## src/rtl/pgdram_pkg.sv

```systemverilog
package pgdram_pkg;

  typedef enum logic [2:0] {
    ST_IDLE,
    ST_ROW,
    ST_COL,
    ST_DONE,
    ST_CLOSE,
    ST_REF,
    ST_RPRE
  } seq_st_e;

  // width of the shared address bus
  function automatic int unsigned bus_width(input int unsigned row_w, input int unsigned col_w);
    return (row_w > col_w) ? row_w : col_w;
  endfunction

  // bits needed to count 0..maxv-1
  function automatic int unsigned cnt_width(input int unsigned maxv);
    return (maxv < 2) ? 1 : $clog2(maxv);
  endfunction

  function automatic int unsigned max4(input int unsigned a, input int unsigned b,
                                       input int unsigned c, input int unsigned d);
    int unsigned m;
    m = a;
    if (b > m) m = b;
    if (c > m) m = c;
    if (d > m) m = d;
    return m;
  endfunction

endpackage

```

## src/rtl/pgdram_refresh_tmr.sv

```systemverilog
module pgdram_refresh_tmr #(
  parameter int unsigned REF_CYCLES = 1562,
  parameter int unsigned ROW_W      = 10
) (
  input  logic             clk,
  input  logic             rst_n,
  input  logic             ref_done,
  output logic             ref_pend,
  output logic [ROW_W-1:0] ref_row
);
  localparam int unsigned TW = pgdram_pkg::cnt_width(REF_CYCLES);

  logic [TW-1:0] tick_cnt;
  logic          tick;

  assign tick = (tick_cnt == '0);

  // free-running interval counter: a late refresh does not shift the schedule
  always_ff @(posedge clk or negedge rst_n) begin
    if (!rst_n) begin
      tick_cnt <= TW'(REF_CYCLES - 1);
    end else if (tick) begin
      tick_cnt <= TW'(REF_CYCLES - 1);
    end else begin
      tick_cnt <= tick_cnt - 1'b1;
    end
  end

  always_ff @(posedge clk or negedge rst_n) begin
    if (!rst_n) begin
      ref_pend <= 1'b0;
    end else if (tick) begin
      ref_pend <= 1'b1;
    end else if (ref_done) begin
      ref_pend <= 1'b0;
    end
  end

  always_ff @(posedge clk or negedge rst_n) begin
    if (!rst_n) begin
      ref_row <= '0;
    end else if (ref_done) begin
      ref_row <= ref_row + 1'b1;
    end
  end

endmodule

```

## src/rtl/pgdram_page_trk.sv

```systemverilog
module pgdram_page_trk #(
  parameter int unsigned ROW_W = 10
) (
  input  logic             clk,
  input  logic             rst_n,
  input  logic             open_ev,
  input  logic             close_ev,
  input  logic [ROW_W-1:0] req_row,
  output logic             page_open,
  output logic [ROW_W-1:0] open_row,
  output logic             page_hit
);

  always_ff @(posedge clk or negedge rst_n) begin
    if (!rst_n) begin
      page_open <= 1'b0;
      open_row  <= '0;
    end else if (close_ev) begin
      page_open <= 1'b0;
    end else if (open_ev) begin
      page_open <= 1'b1;
      open_row  <= req_row;
    end
  end

  assign page_hit = page_open && (req_row == open_row);

endmodule

```

## src/rtl/pgdram_seq.sv

```systemverilog
module pgdram_seq
  import pgdram_pkg::*;
#(
  parameter int unsigned T_RCD = 2,
  parameter int unsigned T_CAS = 2,
  parameter int unsigned T_PRE = 2,
  parameter int unsigned T_RAS = 3
) (
  input  logic    clk,
  input  logic    rst_n,
  input  logic    req,
  input  logic    page_open,
  input  logic    page_hit,
  input  logic    ref_pend,
  output seq_st_e state,
  output logic    row_open_ev,
  output logic    page_close_ev,
  output logic    ref_start_ev,
  output logic    ref_done_ev,
  output logic    col_last
);
  localparam int unsigned MAXT = max4(T_RCD, T_CAS, T_PRE, T_RAS);
  localparam int unsigned CW   = cnt_width(MAXT + 1);

  logic [CW-1:0] cnt;
  seq_st_e       nxt;

  function automatic logic at_end(input logic [CW-1:0] c, input int unsigned t);
    return c == CW'(t - 1);
  endfunction

  always_comb begin
    nxt           = state;
    row_open_ev   = 1'b0;
    page_close_ev = 1'b0;
    ref_start_ev  = 1'b0;
    ref_done_ev   = 1'b0;
    col_last      = (state == ST_COL) && at_end(cnt, T_CAS);
    case (state)
      ST_IDLE: begin
        // refresh wins over a new request; it is only looked at here
        if (ref_pend) begin
          if (page_open) begin
            nxt           = ST_CLOSE;
            page_close_ev = 1'b1;
          end else begin
            nxt          = ST_REF;
            ref_start_ev = 1'b1;
          end
        end else if (req) begin
          if (page_hit) begin
            nxt = ST_COL;
          end else if (page_open) begin
            nxt           = ST_CLOSE;
            page_close_ev = 1'b1;
          end else begin
            nxt         = ST_ROW;
            row_open_ev = 1'b1;
          end
        end
      end
      ST_ROW:   if (at_end(cnt, T_RCD)) nxt = ST_COL;
      ST_COL:   if (col_last) nxt = ST_DONE;
      ST_DONE:  nxt = ST_IDLE;
      ST_CLOSE: if (at_end(cnt, T_PRE)) nxt = ST_IDLE;
      ST_REF:   if (at_end(cnt, T_RAS)) nxt = ST_RPRE;
      ST_RPRE: begin
        if (at_end(cnt, T_PRE)) begin
          nxt         = ST_IDLE;
          ref_done_ev = 1'b1;
        end
      end
      default:  nxt = ST_IDLE;
    endcase
  end

  always_ff @(posedge clk or negedge rst_n) begin
    if (!rst_n) begin
      state <= ST_IDLE;
      cnt   <= '0;
    end else begin
      state <= nxt;
      cnt   <= (nxt != state) ? '0 : cnt + 1'b1;
    end
  end

endmodule

```

## src/rtl/pgdram_ctrl.sv

```systemverilog
module pgdram_ctrl
  import pgdram_pkg::*;
#(
  parameter  int unsigned ROW_W      = 10,
  parameter  int unsigned COL_W      = 8,
  parameter  int unsigned DATA_W     = 16,
  parameter  int unsigned T_RCD      = 2,
  parameter  int unsigned T_CAS      = 2,
  parameter  int unsigned T_PRE      = 2,
  parameter  int unsigned T_RAS      = 3,
  parameter  int unsigned REF_CYCLES = 1562,
  localparam int unsigned AW         = ROW_W + COL_W,
  localparam int unsigned BW         = bus_width(ROW_W, COL_W)
) (
  input  logic              clk,
  input  logic              rst_n,
  input  logic              req,
  input  logic              req_we,
  input  logic [AW-1:0]     req_addr,
  input  logic [DATA_W-1:0] req_wdata,
  output logic [DATA_W-1:0] rd_data,
  output logic              ready,
  output logic [BW-1:0]     dram_addr,
  output logic              ras_n,
  output logic              cas_n,
  output logic              we_n,
  output logic [DATA_W-1:0] dram_wdata,
  input  logic [DATA_W-1:0] dram_rdata
);

  function automatic logic [ROW_W-1:0] row_part(input logic [AW-1:0] a);
    return a[AW-1:COL_W];
  endfunction

  function automatic logic [COL_W-1:0] col_part(input logic [AW-1:0] a);
    return a[COL_W-1:0];
  endfunction

  seq_st_e          state;
  logic             page_open, page_hit;
  logic [ROW_W-1:0] open_row, ref_row, req_row;
  logic             ref_pend;
  logic             row_open, page_close, ref_start, ref_done, col_last;

  assign req_row = row_part(req_addr);

  pgdram_refresh_tmr #(
    .REF_CYCLES(REF_CYCLES),
    .ROW_W     (ROW_W)
  ) u_tmr (
    .clk     (clk),
    .rst_n   (rst_n),
    .ref_done(ref_done),
    .ref_pend(ref_pend),
    .ref_row (ref_row)
  );

  pgdram_page_trk #(
    .ROW_W(ROW_W)
  ) u_page (
    .clk      (clk),
    .rst_n    (rst_n),
    .open_ev  (row_open),
    .close_ev (page_close),
    .req_row  (req_row),
    .page_open(page_open),
    .open_row (open_row),
    .page_hit (page_hit)
  );

  pgdram_seq #(
    .T_RCD(T_RCD),
    .T_CAS(T_CAS),
    .T_PRE(T_PRE),
    .T_RAS(T_RAS)
  ) u_seq (
    .clk          (clk),
    .rst_n        (rst_n),
    .req          (req),
    .page_open    (page_open),
    .page_hit     (page_hit),
    .ref_pend     (ref_pend),
    .state        (state),
    .row_open_ev  (row_open),
    .page_close_ev(page_close),
    .ref_start_ev (ref_start),
    .ref_done_ev  (ref_done),
    .col_last     (col_last)
  );

  // shared bus: column in the column phase, refresh row in refresh, else request row
  always_comb begin
    case (state)
      ST_COL:  dram_addr = BW'(col_part(req_addr));
      ST_REF:  dram_addr = BW'(ref_row);
      default: dram_addr = BW'(req_row);
    endcase
  end

  // the row strobe tracks the open page, so it stays low between hits
  assign ras_n      = !(page_open || (state == ST_REF));
  assign cas_n      = (state != ST_COL);
  assign we_n       = !((state == ST_COL) && req_we);
  assign dram_wdata = req_wdata;
  assign ready      = (state == ST_DONE);

  always_ff @(posedge clk or negedge rst_n) begin
    if (!rst_n) begin
      rd_data <= '0;
    end else if (col_last && !req_we) begin
      rd_data <= dram_rdata;
    end
  end

endmodule

```

## config.mk

```make
export PLATFORM = sky130hd
export DESIGN_NAME = pgdram_ctrl
export DESIGN_NICKNAME = d
export VERILOG_FILES = /design/src/rtl/pgdram_pkg.sv /design/src/rtl/pgdram_refresh_tmr.sv /design/src/rtl/pgdram_page_trk.sv /design/src/rtl/pgdram_seq.sv /design/src/rtl/pgdram_ctrl.sv
export SDC_FILE = /design/constraint.sdc
export NUM_CORES = 1
export LEC_CHECK = 0
export BUFFER_PORTS_ARGS = -buffer_cell sky130_fd_sc_hd__buf_2
export CORE_AREA = 5 5 97 99
export CTS_CLUSTER_DIAMETER = 30
export DETAILED_ROUTE_END_ITERATION = 6
export DIE_AREA = 0 0 102 104
export SYNTH_ARGS = -nofsm -noshare
export SYNTH_HDL_FRONTEND = slang
export SYNTH_HIERARCHICAL = 1
export SYNTH_SLANG_ARGS = --single-unit
export TNS_END_PERCENT = 1
```

## constraint.sdc

```tcl
create_clock -name clk -period 2.8 [get_ports clk]
set_clock_uncertainty 0.05 [all_clocks]
set_input_delay 0.42 -clock clk [delete_from_list [all_inputs] [get_ports clk]]
set_output_delay 0.42 -clock clk [all_outputs]
set_load 0.01 [all_outputs]
```

==> results.txt, run 1 <==
- Status: finished, final reports clean
- In the final layout, the share of cells above drive strength 1 is 35.69%.
- Post-synthesis area per instance: 10.65 um^2
- The die covers 0.01061 mm^2.
* CTS tree: yes
- In this run the number of H-tree levels came out at 2.
- Net switching is 37.04% of the power.
- Unrepaired setup endpoints after global routing: false
- In the final routed layout, each cell accounts on average for 15.49 um.
- Pin slew with the least headroom to its limit: 0.7595 ns
- After clock tree synthesis, the clock-pin slew on the worst setup and hold paths is 0.10 ns.
- Mapped Area: 0.003237 mm^2
- The analysis attributes to net switching a power of 1.071 mW.
- Post-synthesis to final-layout area growth: 12.72%
- The worst-case IR drop observed on VDD is 0.2745 mV.
- # nets final: 411
* Post-cts resize count: 0
* CP max-delay cell: dfrtp_1
- The tree is rooted in a clkbuf_8.
- Maximum number of pins on one net before global-route repair: 44
- For this run, the detailed router's first-pass iteration total came to 4.
- Wires add up to 7143 um.
- Highest-count cells in the layout ignoring fill and taps: buf_2 (67), dfrtp_1 (49), mux2_4 (20)
- Starting density of the core: 38.24%
- Grouping stages by cell kind, the critical path spends the most delay in simple AND/OR/NAND/NOR gates.
- Clock tree synthesis found a total of 54 sinks.
* Antenna diode instance count: 0
- The library cell used most frequently in the layout, excluding fill and tap cells, is buf_2.
- Max-cap viol count: 0
- Power density over the cells: 792.3 mW/mm^2
- STA classifies the critical path endpoint as a flip-flop.
- Post-Place Cells: 453
- Count of placed standard cells in the final layout, fillers left out: 461
- Final TNS setup: 0 ns
- The routed design could run at a clock period as short as 2.458 ns.
* DIE HEIGHT: 104 um
* Last weighted congestion value of the routability-driven placer: 0.8047
* Wire length of the first global-routing pass: 11630 um
- Nets in the synthesized netlist: 363
- Largest incremental delay on the critical path: 0.42 ns
- In the routed layout, each cell is associated on average with a via count of 5.184.
* Final max-slew violation count: 0
* Core outline area: 0.008466 mm^2
- Summed over all layers, the global routing overflow is 0.
- The floorplan has 34 rows.
* Critical Path AT: 2.61 ns
- Count of buffers added by post-CTS timing repair for setup: 0
* Number of ports placed on the die boundary: 100
- For this run, design rule violations remaining after detail routing come to 0.
* Buffers and inverters on the worst path: 0
- Vias in the first global route: 2337
- In this run the tightest slew margin relative to its limit is 48.98%.
* Initial antenna violation count: 0
- Design internal power: 1.820 mW
- Of the total power, the clock network draws 18.8%.
* Final antenna-violating net count: 0
- Hold Slack: 0.03839 ns
* Crit Path Max Fanout: 10
- Detailed placement finished with a half-perimeter wire length of 5187 um.
* Maximum clock path buffer count: 2
- Relative contribution of sequential cells to total power: 37.8%
- STA classifies the critical path startpoint as a flip-flop.
- The number of endpoints with negative hold slack in the final report came to 0.
- The worst setup path is of the flip-flop to flip-flop kind.
* Via Count: 2390
* Standby leakage power: 1.670 nW
* Achievable frequency: 0.4069 GHz
- In this run, CTS created clock tree buffers numbering 5.
* Data required time of the worst path: 2.95 ns
- Share of the clock period used by the worst path: 87.78%
- Synthesis handed over a netlist of 304 instances.
- The min-delay analysis places its worst path in the category primary input to async pin.
* Horizontal die dimension: 102 um
- Chain of cells forming the critical path: xnor2_1 -> nand4_1 -> nor3_1 -> nand2b_1 -> nand2_1 -> and3_1 -> nor2b_4 -> mux2_4
* GRT Resource Usage Total: 13.51%
* Count of port buffers added during placement: 67
- DRC marker count from the first detailed-route iteration: 109
* Number of filler cells placed in the layout: 825
* Synth warn: 6
- Combinational logic is responsible for 43.4% of the overall power.
- Clk_lat worst skew: 0.31 ns
* Hold_buf cts: 0
- Final setup violation count: 0
## power by group through the flow
stage / Sequential [mW] / Combinational [mW] / Clock, mW
2_1_floorplan: 1.11 / 0.920 / 0
3_3_place_gp: 1.10 / 1.24 / 0
3_5_place_dp: 1.10 / 1.26 / 0
4_1_cts: 1.09 / 1.27 / 0.567
5_1_grt: 1.12 / 1.37 / 0.604
6_report: 1.09 / 1.25 / 0.544
## final timing paths
kind                                     from            endpoint  slack, ns  depth (start not counted)
max                        u_page/open_row[8]  u_page/open_row[4]       0.34                          8
min                                     rst_n   u_tmr/tick_cnt[7]       0.04                          1
max reg2reg                u_page/open_row[8]  u_page/open_row[4]       0.34                          8
min reg2reg                      u_seq/cnt[0]        u_seq/cnt[0]       0.42                          1
max in group asynchronous               rst_n   u_tmr/tick_cnt[0]       1.96                          2
min in group clk                dram_rdata[6]          rd_data[6]       0.29                          2
## sequential cells by signal (all words and copies together) (netlist names)
name and cells:
u_page/open_row 10, u_tmr/ref_row 10, rd_data 16, u_page/page_open 1
u_seq/cnt 2, u_seq/state 3, u_tmr/tick_cnt 11, u_tmr/ref_pend 1
## area by class of cell
class,instances,area [um^2],share of cell area (%)
Multi-Input combinational cell,209,1624,44.51
Sequential cell,54,1358,37.21
Timing Repair Buffer,73,380.4,10.43
Tap cell,108,135.1,3.704
Clock buffer,5,68.82,1.886
Clock inverter,3,48.80,1.337
Inverter,9,33.78,0.9259
## per-stage QoR
step | total power [mW] | utilization (%) | cell area, um^2 | setup slack [ns]
floorplan | 2.029 | - | 3237 | 0.6859
global placement | 2.343 | 41.71 | 3531 | 0.2437
detailed placement | 2.362 | 41.71 | 3531 | 0.2296
CTS | 2.923 | 43.10 | 3649 | 0.3547
global route | 3.094 | 43.10 | 3649 | 0.1796
finish | 2.891 | 43.10 | 3649 | 0.3422
## metal layers
layer	GRT usage (%)	share of wire, %	vias to the layer above
met5	0	0	-
met1	18.32	46	1153
met2	21.12	47	54
li1	-	-	1173
met3	3.353	6.0	10
met4	4.030	1.3	0
(Power assumes the default switching activity.)
==> inputs of run 2 (changes only) <==
GPL_TIMING_DRIVEN = 0   (was not set)
==> results.txt, run 2 (same netlist as run 1, synthesis figures left out) <==
* Status: finished, final reports clean
* Count of buffers added by post-CTS timing repair for setup: 0
* CP max-delay cell: nor3_1
- The core region is 0.008466 mm^2.
- Max-cap viol count: 0
* Horizontal die dimension: 102 um
- Summed over all layers, the global routing overflow is 0.
- Clock share of power: 16.3%
- Largest regs: rd_data (16), u_tmr/tick_cnt (11)
* Maximum clock path buffer count: 2
- The number of pins exceeding their max-slew limit in the final report is 0.
- The internal power of the cells totals 1.799 mW.
* Number of vias per cell: 5.074
- Setup violations remaining at the end of the flow were counted as 0.
- Share of the clock period used by the worst path: 85.56%
- The finished cells cover 0.003889 mm^2.
- Relative contribution of sequential cells to total power: 38.4%
- STA puts the critical path data required time at 2.94 ns.
* H-tree levels: 2
- The area growth from synthesis to layout is 20.14%.
- The count of buffers added on input and output ports is 83.
* Antenna diode instance count: 0
- The tree built by TritonCTS fans out to 54 sinks.
* Most common cell after layout, fill and taps aside: buf_2
- Counting flops per register, the top entry is rd_data.
* Unrepaired setup endpoints after global routing: false
* Post-Place Cells: 495
- The first global-routing pass estimated 11800 um of wire.
- Once the floorplan was initialized, standard cells occupied 38.24% of the core.
- TritonCTS built the clock tree.
* Switching share of power: 37.46%
- The largest single stage delay on the critical path is 0.42 ns.
- Chain of cells forming the critical path: xnor2_1 -> nand4_1 -> nor3_1 -> nand2b_1 -> nand2_1 -> and3_1 -> nor2b_4 -> buf_12 -> mux2_4
- Summed over all layers, the routed wires come to 7211 um.
- Number of design rule violations left after detail routing: 0
- Number of ports placed on the die boundary: 100
- Hold is met by 0.09509 ns.
* Wire per inst: 14.34 um
- Once layout is complete, the cells apart from fillers number 503.
* Worst IR Drop VDD: 0.2666 mV
- Detailed placement finished with a half-perimeter wire length of 5367 um.
- Measured along the y axis, the die boundary spans 104 um.
* Power density over the cells: 739.7 mW/mm^2
* Worst hold-check path type: primary input to async pin
- The worst setup path is launched from a flip-flop.
- Largest register FFs: 16
- Clock slew at the register clock pins of the worst setup and hold paths: 0.10 ns
* Pin slew with the least headroom to its limit: 0.7773 ns
- Crit Path Max Fanout: 10
- Achievable frequency: 0.4174 GHz
- After floorplanning, the core was divided into 34 placement rows.
- The number of endpoints with negative hold slack in the final report came to 0.
* Number of buffers created by CTS: 5
- In this run the power spent charging and discharging nets is 1.078 mW.
* Post-cts resize count: 0
- Summed over all cells, the static leakage comes to 1.835 nW.
- The clock period could shrink to 2.396 ns.
- In the global route stage, overall resource usage came out at 13.60%.
- Critical Path Sink Type: flip-flop
* Combinational fraction of design power: 45.3%
* DRC marker count from the first detailed-route iteration: 55
- Normalized max-slew margin: 47.78%
- Summing over every cut layer, the via total after detailed routing is 2552.
- The count of nets left with antenna violations once routing finished came out at 0.
* Count of TritonRoute iterations in the first routing pass: 4
- Post-place instance area: 0.003787 mm^2
- Highest-count cells in the layout ignoring fill and taps: buf_2 (89), dfrtp_1 (49), mux2_4 (20)
- Last weighted congestion value of the routability-driven placer: 0.8000
- Fraction of layout cells with a size suffix above 1: 41.01%
* Root buf cell: clkbuf_8
* # nets final: 453
* Critical Path AT: 2.54 ns
- The later pin in the worst-skew pair is clocked with a latency of 0.31 ns.
- The number of global-route vias before repair came to 2533.
- Initial antenna violation count: 1
* Hold_buf cts: 0
- Entering global routing, the biggest net connects 55 pins.
* Final TNS setup: 0 ns
- CP Class: flip-flop to flip-flop
- Total Die Area: 0.01061 mm^2
-- run 2: layout make-up --
class,instances,area [um^2]
clock buffer,6,82.58
fill,811,4577
inverter,9,33.78
sequential,54,1358
clock inverter,2,16.27
multi-input combinational,209,1622
buffer,32,224.0
timing repair buffer,83,417.9
tap,108,135.1
-- run 2: per-stage QoR --
| step | worst slack [ns] | util [%] | power, mW |
|---|---|---|---|
| 3_5_place_dp | 0.2973 | 44.74 | 2.419 |
| 4_1_cts | 0.4376 | 45.91 | 2.908 |
| 3_3_place_gp | 0.2622 | 44.74 | 2.398 |
| 6_report | 0.4043 | 45.94 | 2.877 |
| 2_1_floorplan | 0.6859 | - | 2.029 |
| 5_1_grt | 0.2498 | 45.94 | 3.086 |
-- run 2: worst max-delay path, delay by kind of cell, from the launching register on --
family,cells,cell delay [ns]
mux,1,0.30
xor+xnor,1,0.16
buf+inv,1,0.15
simple gates,6,1.21
flops,1,0.41
-- run 2: final timing paths --
path	startpoint	to	slack, ns	cells after the start
max	u_page/open_row[8]	u_page/open_row[4]	0.40	9
min	rst_n	u_tmr/tick_cnt[7]	0.1	1
max reg2reg	u_page/open_row[8]	u_page/open_row[4]	0.40	9
min reg2reg	u_seq/cnt[0]	u_seq/cnt[0]	0.42	1
max in group asynchronous	rst_n	u_page/page_open	2.14	1
min in group clk	dram_rdata[11]	rd_data[11]	0.29	2
-- run 2: power by group through the flow --
stage	sequential (mW)	clock (mW)	combinational, mW
2_1_floorplan	1.11	0	0.920
3_3_place_gp	1.11	0	1.29
3_5_place_dp	1.12	0	1.30
4_1_cts	1.10	0.493	1.31
5_1_grt	1.13	0.525	1.43
6_report	1.10	0.469	1.30
-- run 2: per-layer routing --
| layer | vias to the layer above | part of all wire, % | track usage [%] |
|---|---|---|---|
| met5 | - | 0.18 | 0 |
| met4 | 2 | 1.4 | 4.311 |
| met3 | 10 | 6.4 | 3.353 |
| met2 | 79 | 48 | 21.91 |
| met1 | 1199 | 44 | 17.77 |
| li1 | 1262 | - | - |
